<file path="src/rtl/tlb_pkg.sv">
package tlb_pkg;
  localparam int unsigned DEF_ENTRIES = 8;
  localparam int unsigned DEF_VPN_W   = 20;
  localparam int unsigned DEF_OFF_W   = 12;
  localparam int unsigned DEF_ASID_W  = 8;
  localparam int unsigned DEF_PFN_W   = 20;
endpackage

</file>
<file path="src/rtl/tlb_match.sv">
// Parallel tag compare over all entries; lowest matching index wins.
module tlb_match #(
  parameter int unsigned ENTRIES = 8,
  parameter int unsigned VPN_W   = 20,
  parameter int unsigned ASID_W  = 8,
  localparam int unsigned IDX_W  = $clog2(ENTRIES)
) (
  input  logic [ENTRIES-1:0]             valid,
  input  logic [ENTRIES-1:0][VPN_W-1:0]  vpn_tab,
  input  logic [ENTRIES-1:0][ASID_W-1:0] asid_tab,
  input  logic [VPN_W-1:0]               key_vpn,
  input  logic [ASID_W-1:0]              key_asid,
  output logic                           any_hit,
  output logic [IDX_W-1:0]               hit_idx
);
  logic [ENTRIES-1:0] line_hit;

  for (genvar g = 0; g < ENTRIES; g++) begin : g_cmp
    assign line_hit[g] = valid[g] && (vpn_tab[g] == key_vpn) &&
                         (asid_tab[g] == key_asid);
  end

  always_comb begin
    hit_idx = '0;
    for (int i = ENTRIES - 1; i >= 0; i--) begin
      if (line_hit[i]) hit_idx = IDX_W'(i);
    end
  end

  assign any_hit = |line_hit;
endmodule

</file>
<file path="src/rtl/tlb_victim.sv">
// Picks the slot for a fill: lowest free slot, else a rotating pointer.
module tlb_victim #(
  parameter int unsigned ENTRIES = 8,
  localparam int unsigned IDX_W  = $clog2(ENTRIES)
) (
  input  logic               clk,
  input  logic               rst,
  input  logic [ENTRIES-1:0] valid,
  input  logic               fill,
  output logic [IDX_W-1:0]   victim
);
  logic [IDX_W-1:0] rr_q;
  logic [IDX_W-1:0] free_idx;
  logic             all_full;

  assign all_full = &valid;

  always_comb begin
    free_idx = '0;
    for (int i = ENTRIES - 1; i >= 0; i--) begin
      if (!valid[i]) free_idx = IDX_W'(i);
    end
  end

  assign victim = all_full ? rr_q : free_idx;

  always_ff @(posedge clk) begin
    if (rst) begin
      rr_q <= '0;
    end else if (fill && all_full) begin
      if (rr_q == IDX_W'(ENTRIES - 1)) rr_q <= '0;
      else                             rr_q <= rr_q + 1'b1;
    end
  end

  // while a free slot exists the chosen slot is a free one
  a_r4_fill_free_slot: assert property (@(posedge clk) disable iff (rst)
    (fill && !all_full) |-> !valid[victim]);

  // a replacing fill moves the pointer by exactly one step
  a_r5_rr_step: assert property (@(posedge clk) disable iff (rst)
    (fill && all_full && rr_q != IDX_W'(ENTRIES - 1)) |=> (rr_q == $past(rr_q) + 1'b1));
endmodule

</file>
<file path="src/rtl/tlb_valid_next.sv">
// Next-state of the valid vector: flushes first, then the fill sets its slot.
module tlb_valid_next #(
  parameter int unsigned ENTRIES = 8,
  parameter int unsigned ASID_W  = 8,
  localparam int unsigned IDX_W  = $clog2(ENTRIES)
) (
  input  logic [ENTRIES-1:0]             valid,
  input  logic [ENTRIES-1:0][ASID_W-1:0] asid_tab,
  input  logic                           flush_all,
  input  logic                           flush_sel,
  input  logic [ASID_W-1:0]              flush_id,
  input  logic                           fill,
  input  logic [IDX_W-1:0]               fill_idx,
  output logic [ENTRIES-1:0]             valid_nxt
);
  logic [ENTRIES-1:0] kill;

  for (genvar g = 0; g < ENTRIES; g++) begin : g_kill
    assign kill[g] = flush_all || (flush_sel && (asid_tab[g] == flush_id));
  end

  always_comb begin
    valid_nxt = valid & ~kill;
    if (fill) valid_nxt[fill_idx] = 1'b1;
  end
endmodule

</file>
<file path="src/rtl/tlb_xlate.sv">
module tlb_xlate
  import tlb_pkg::*;
#(
  parameter int unsigned ENTRIES = DEF_ENTRIES,
  parameter int unsigned VPN_W   = DEF_VPN_W,
  parameter int unsigned OFF_W   = DEF_OFF_W,
  parameter int unsigned ASID_W  = DEF_ASID_W,
  parameter int unsigned PFN_W   = DEF_PFN_W,
  localparam int unsigned VA_W   = VPN_W + OFF_W,
  localparam int unsigned PA_W   = PFN_W + OFF_W,
  localparam int unsigned IDX_W  = $clog2(ENTRIES)
) (
  input  logic              clk,
  input  logic              rst,
  input  logic              req_valid,
  input  logic [VA_W-1:0]   req_vaddr,
  input  logic [ASID_W-1:0] req_asid,
  output logic              rsp_valid,
  output logic              rsp_hit,
  output logic              rsp_miss,
  output logic [PA_W-1:0]   rsp_paddr,
  input  logic              fill_valid,
  input  logic [VPN_W-1:0]  fill_vpn,
  input  logic [ASID_W-1:0] fill_asid,
  input  logic [PFN_W-1:0]  fill_pfn,
  input  logic              flush_all,
  input  logic              flush_asid_en,
  input  logic [ASID_W-1:0] flush_asid
);
  // Entry storage: tags and frames carry no reset, only the valid bits do.
  logic [ENTRIES-1:0][VPN_W-1:0]  vpn_q;
  logic [ENTRIES-1:0][ASID_W-1:0] asid_q;
  logic [ENTRIES-1:0][PFN_W-1:0]  pfn_q;
  logic [ENTRIES-1:0]             valid_q;
  logic [ENTRIES-1:0]             valid_d;

  logic [VPN_W-1:0] req_vpn;
  logic [OFF_W-1:0] req_off;
  logic             look_hit;
  logic [IDX_W-1:0] look_idx;
  logic [IDX_W-1:0] fill_idx;

  assign req_vpn = req_vaddr[VA_W-1:OFF_W];
  assign req_off = req_vaddr[OFF_W-1:0];

  tlb_match #(.ENTRIES(ENTRIES), .VPN_W(VPN_W), .ASID_W(ASID_W)) u_match (
    .valid    (valid_q),
    .vpn_tab  (vpn_q),
    .asid_tab (asid_q),
    .key_vpn  (req_vpn),
    .key_asid (req_asid),
    .any_hit  (look_hit),
    .hit_idx  (look_idx)
  );

  tlb_victim #(.ENTRIES(ENTRIES)) u_victim (
    .clk    (clk),
    .rst    (rst),
    .valid  (valid_q),
    .fill   (fill_valid),
    .victim (fill_idx)
  );

  tlb_valid_next #(.ENTRIES(ENTRIES), .ASID_W(ASID_W)) u_vnext (
    .valid     (valid_q),
    .asid_tab  (asid_q),
    .flush_all (flush_all),
    .flush_sel (flush_asid_en),
    .flush_id  (flush_asid),
    .fill      (fill_valid),
    .fill_idx  (fill_idx),
    .valid_nxt (valid_d)
  );

  always_ff @(posedge clk) begin
    if (fill_valid) begin
      vpn_q[fill_idx]  <= fill_vpn;
      asid_q[fill_idx] <= fill_asid;
      pfn_q[fill_idx]  <= fill_pfn;
    end
  end

  always_ff @(posedge clk) begin
    if (rst) valid_q <= '0;
    else     valid_q <= valid_d;
  end

  // Registered response built from pre-update contents.
  always_ff @(posedge clk) begin
    if (rst) begin
      rsp_valid <= 1'b0;
      rsp_hit   <= 1'b0;
      rsp_miss  <= 1'b0;
      rsp_paddr <= '0;
    end else begin
      rsp_valid <= req_valid;
      rsp_hit   <= req_valid && look_hit;
      rsp_miss  <= req_valid && !look_hit;
      rsp_paddr <= (req_valid && look_hit) ? {pfn_q[look_idx], req_off} : '0;
    end
  end

  // response strobe tracks the request one cycle later
  a_r3_rsp_follows: assert property (@(posedge clk) disable iff (rst)
    req_valid |=> rsp_valid);
  a_r3_rsp_idle: assert property (@(posedge clk) disable iff (rst)
    !req_valid |=> !rsp_valid && !rsp_hit && !rsp_miss);
  a_r3_one_outcome: assert property (@(posedge clk) disable iff (rst)
    rsp_valid |-> $onehot({rsp_hit, rsp_miss}));
  a_r3_miss_zero: assert property (@(posedge clk) disable iff (rst)
    rsp_miss |-> (rsp_paddr == '0));
  // offset passes through untouched
  a_r1_offset_kept: assert property (@(posedge clk) disable iff (rst)
    req_valid |=> (rsp_hit -> (rsp_paddr[OFF_W-1:0] == $past(req_off))));
  // a flush with no fill leaves nothing valid
  a_r6_flush_empty: assert property (@(posedge clk) disable iff (rst)
    (flush_all && !fill_valid) |=> (valid_q == '0));
  // a fill survives a simultaneous flush
  a_r9_fill_survives: assert property (@(posedge clk) disable iff (rst)
    (fill_valid && flush_all) |=> ($countones(valid_q) == 1));
endmodule

</file>
<file path="config.mk">
export PLATFORM = sky130hd
export DESIGN_NAME = tlb_xlate
export DESIGN_NICKNAME = d
export VERILOG_FILES = /design/src/rtl/tlb_pkg.sv /design/src/rtl/tlb_match.sv /design/src/rtl/tlb_victim.sv /design/src/rtl/tlb_valid_next.sv /design/src/rtl/tlb_xlate.sv
export SDC_FILE = /design/constraint.sdc
export NUM_CORES = 1
export LEC_CHECK = 0
export BUFFER_PORTS_ARGS = -buffer_cell sky130_fd_sc_hd__buf_2
export CAP_MARGIN = 20
export CORE_MARGIN = 3
export CORE_UTILIZATION = 50
export CTS_CLUSTER_SIZE = 24
export DETAILED_ROUTE_END_ITERATION = 8
export PLACE_DENSITY = 0.68
export SLEW_MARGIN = 20
export SYNTH_ARGS = -nofsm -noshare
export SYNTH_HDL_FRONTEND = slang
export SYNTH_HIERARCHICAL = 1
export SYNTH_SLANG_ARGS = --single-unit
</file>
<file path="constraint.sdc">
create_clock -name clk -period 6.5 [get_ports clk]
set_input_delay 0 -clock clk [delete_from_list [all_inputs] [get_ports clk]]
set_output_delay 0 -clock clk [all_outputs]
set_load 0.02 [all_outputs]
</file>
==> results_dict.tcl <==
set metrics [dict create \
    io_pins 137 \
    avgViaCountPerCell 5.57 \
    syn_nets 1251 \
    fmax_ghz 0.269 \
    ant_nets 0 \
    internal_power_mw 4.68 \
    setup_violations 0 \
    drc_errors 0 \
    rsz0062_at_grt "false" \
    drive_above_1_share_pct 20.7 \
    hold_ws_ns 0.201 \
    syn-cell-area_um2 17900 \
    grt_pass1_vias 10344 \
    swShare_pct 21.0 \
    drtIter0Drc 831 \
    track_usage_pct 23.3 \
    worstPathArrival_ns 4.13 \
    worstReg2RegStart "vpn_q[79]" \
    cts.clk_slew.worst_paths_ns 0.06 \
    hold_violations 0 \
    power_leakage_nw 7.17 \
    cts_htree_levels 2 \
    ys_ff_latch 430 \
    synthCells 1147 \
    switchingPower_mw 1.24 \
    outcome "finished, final reports clean" \
    area_growth_syn_to_layout_pct 17.6 \
    slew_violations 0 \
    die-area_um2 38200 \
    cp.required_ns 6.91 \
    clockBufferDepth 3 \
    finalWirelength_um 45000 \
    fin_skew_ns 0.0167 \
    dp_cells 1691 \
    vias 10272 \
    grt_max_degree 66 \
    p_per_area_nw_per_um2 281 \
    timing.slew.headroom_pct 28.1 \
    grt_first_pass_wirelength_um 66600 \
    post-route-period-util_pct 57.3 \
    power_frac_comb_pct 5.5 \
    place.gp.congestion 0.922 \
    antenna_found_initial 1 \
    worst-path-max-fanout 20 \
    fin_nets 1455 \
    ir_worst_vdd_mv 0.215 \
    cts_hold_buf 68 \
    drtPass1Iterations 4 \
    maxCapViolCount 0 \
    ctsResizeCount 0 \
    cts_sinks 430 \
    worst_hold_path_type "in2reg" \
    fin_setup_tns_ns 0 \
    yosys_warnings 6 \
    fin_util_pct 60.3 \
    die_x_um 195 \
    criticalPathCategory "reg2reg" \
    cp-startpoint "vpn_q[79]" \
    hpwl_um 28100 \
    p_clk_share_pct 42.8 \
    initial_core_util_pct 51.3 \
    grt_overflow 0 \
    die_height_um 195 \
    coreArea_um2 35000 \
    ys_seq_area_share_pct 69.4 \
    numCtsBuffers 45 \
    p_seq_share_pct 51.7 \
    hp-start "req_vaddr[9]" \
    avgSynthCellArea_um2 15.6 \
    clockRootBuffer "clkbuf_16" \
    stdcell_count 1843 \
    clock_latency_ns 0.54 \
    portBuffers 136 \
    wire_per_inst_um 24.4 \
    num_rows 68 \
    end_kind "flop" \
    yosys.cell_types.count 44 \
    worst_pin_slew_ns 1.08 \
    cts_tree "built" \
    period_needed_ns 3.72 \
    postCtsSetupRepairBufs 0 \
    cp-start-kind "flop" \
]
power groups by stage:
stage / Combinational (mW) / Clock (mW) / Sequential, mW
floorplan: 0.164 / 0 / 3.12
global placement: 0.290 / 0 / 3.12
detailed placement: 0.292 / 0 / 3.12
CTS: 0.325 / 2.58 / 3.06
global route: 0.349 / 2.68 / 3.07
finish: 0.327 / 2.53 / 3.06
per-stage QoR:
| stage | area (um2) | power [mW] | setup slack [ns] |
|---|---|---|---|
| after CTS | 21100 | 5.97 | 2.77 |
| after floorplan | 17900 | 3.29 | 1.55 |
| after global placement | 18900 | 3.41 | 2.85 |
| final | 21100 | 5.92 | 2.78 |
| after global routing | 21100 | 6.10 | 2.63 |
| after detailed placement | 18900 | 3.41 | 2.80 |
logic make-up after synthesis:
logic type / share of synthesized area, %
flops: 69.4
xor+xnor: 14.0
simple gates: 7.24
compound gates: 3.02
buf+inv: 2.39
mux: 3.77
fa+ha+maj: 0.140
worst max-delay path, stage by stage (launching register included):
cell	delay, ns
edfxtp_1	0.37
xor2_1	0.15
nor4_1	0.68
nand4_1	0.22
or4_4	0.49
a21boi_1	0.15
o22ai_1	0.30
nand2_1	0.70
o22ai_1	0.44
nor3_1	0.09
cell usage after synthesis (all sizes together):
cell type  instances  share of area [%]
a21boi             1              0.042
nor4              40                1.4
nand4             46                1.7
or2                2              0.070
a211oi            20               0.84
inv                5               0.10
nor3              35               0.98
a21oi              4               0.13
nor2b             40                1.4
dfxtp             46                5.1
nand2b             6               0.21
o211ai             1              0.042
clkbuf             9               0.36
xnor2            121                5.9
and2b              1              0.042
o21ai             25               0.70
a22o               4               0.20
or4                1              0.063
xor2             166                8.1
buf               50                1.9
and4               1              0.049
or3                2              0.098
ha                 2               0.14
nand3              8               0.22
o22ai             21               0.73
edfxtp           384                 64
mux2              60                3.8
and3b              1              0.049
nor2              10               0.21
a31o               1              0.049
a32o               4               0.22
a31oi              2              0.070
nand2             16               0.33
and2              12               0.42
state kept, by name, indices dropped and copies added (netlist names):
register / flops
pfn_q: 160
vpn_q: 160
asid_q: 64
rsp_paddr: 32
valid_q: 8
u_victim/rr_q: 3
rsp_hit: 1
rsp_miss: 1
rsp_valid: 1
path summary, 6_finish.rpt:
| kind | to | slack, ns | cells after the start |
|---|---|---|---|
| setup / recovery | rsp_paddr[17] | 2.78 | 9 |
| hold / removal | rsp_paddr[9] | 0.20 | 3 |
| setup reg to reg | rsp_paddr[17] | 2.78 | 9 |
| hold reg to reg | u_victim/rr_q[1] | 0.50 | 2 |
placed cells by master (no fill, tap or decap), types with 12 or more instances in the layout:
master | synthesis | final
a211oi_1 | 20 | 20
and2_1 | 12 | 12
buf_2 | 32 | 136
buf_4 | 5 | 12
clkbuf_1 | 5 | 13
clkbuf_16 | 0 | 46
dfxtp_1 | 46 | 46
dlygate4sd3_1 | 0 | 68
edfxtp_1 | 384 | 384
mux2_2 | 60 | 60
nand2_1 | 16 | 16
nand4_1 | 44 | 44
nor2b_1 | 40 | 40
nor3_1 | 35 | 33
nor4_1 | 39 | 39
o21ai_0 | 23 | 23
o22ai_1 | 21 | 21
xnor2_1 | 121 | 121
xor2_1 | 166 | 166
area by class of cell:
type / count / area [um2]
clock inverters: 20 / 210
inverters: 5 / 18.8
fillers: 2651 / 13900
repair buffers: 216 / 1450
diodes: 1 / 2.50
flip-flops and latches: 430 / 12500
clock buffers: 63 / 1250
well taps: 455 / 569
multi-input cells: 653 / 5120
metal layers:
metal | wire length, um | vias to the layer above | share of wire, % | global-route usage, %
li1 | - | 4655 | - | -
met1 | 20300 | 5177 | 45 | 34.2
met2 | 20800 | 370 | 46 | 36.6
met3 | 2910 | 70 | 6.5 | 3.62
met4 | 1060 | 0 | 2.3 | 6.23
met5 | 0 | - | 0 | 0
Power figures use the tool's default switching activity.
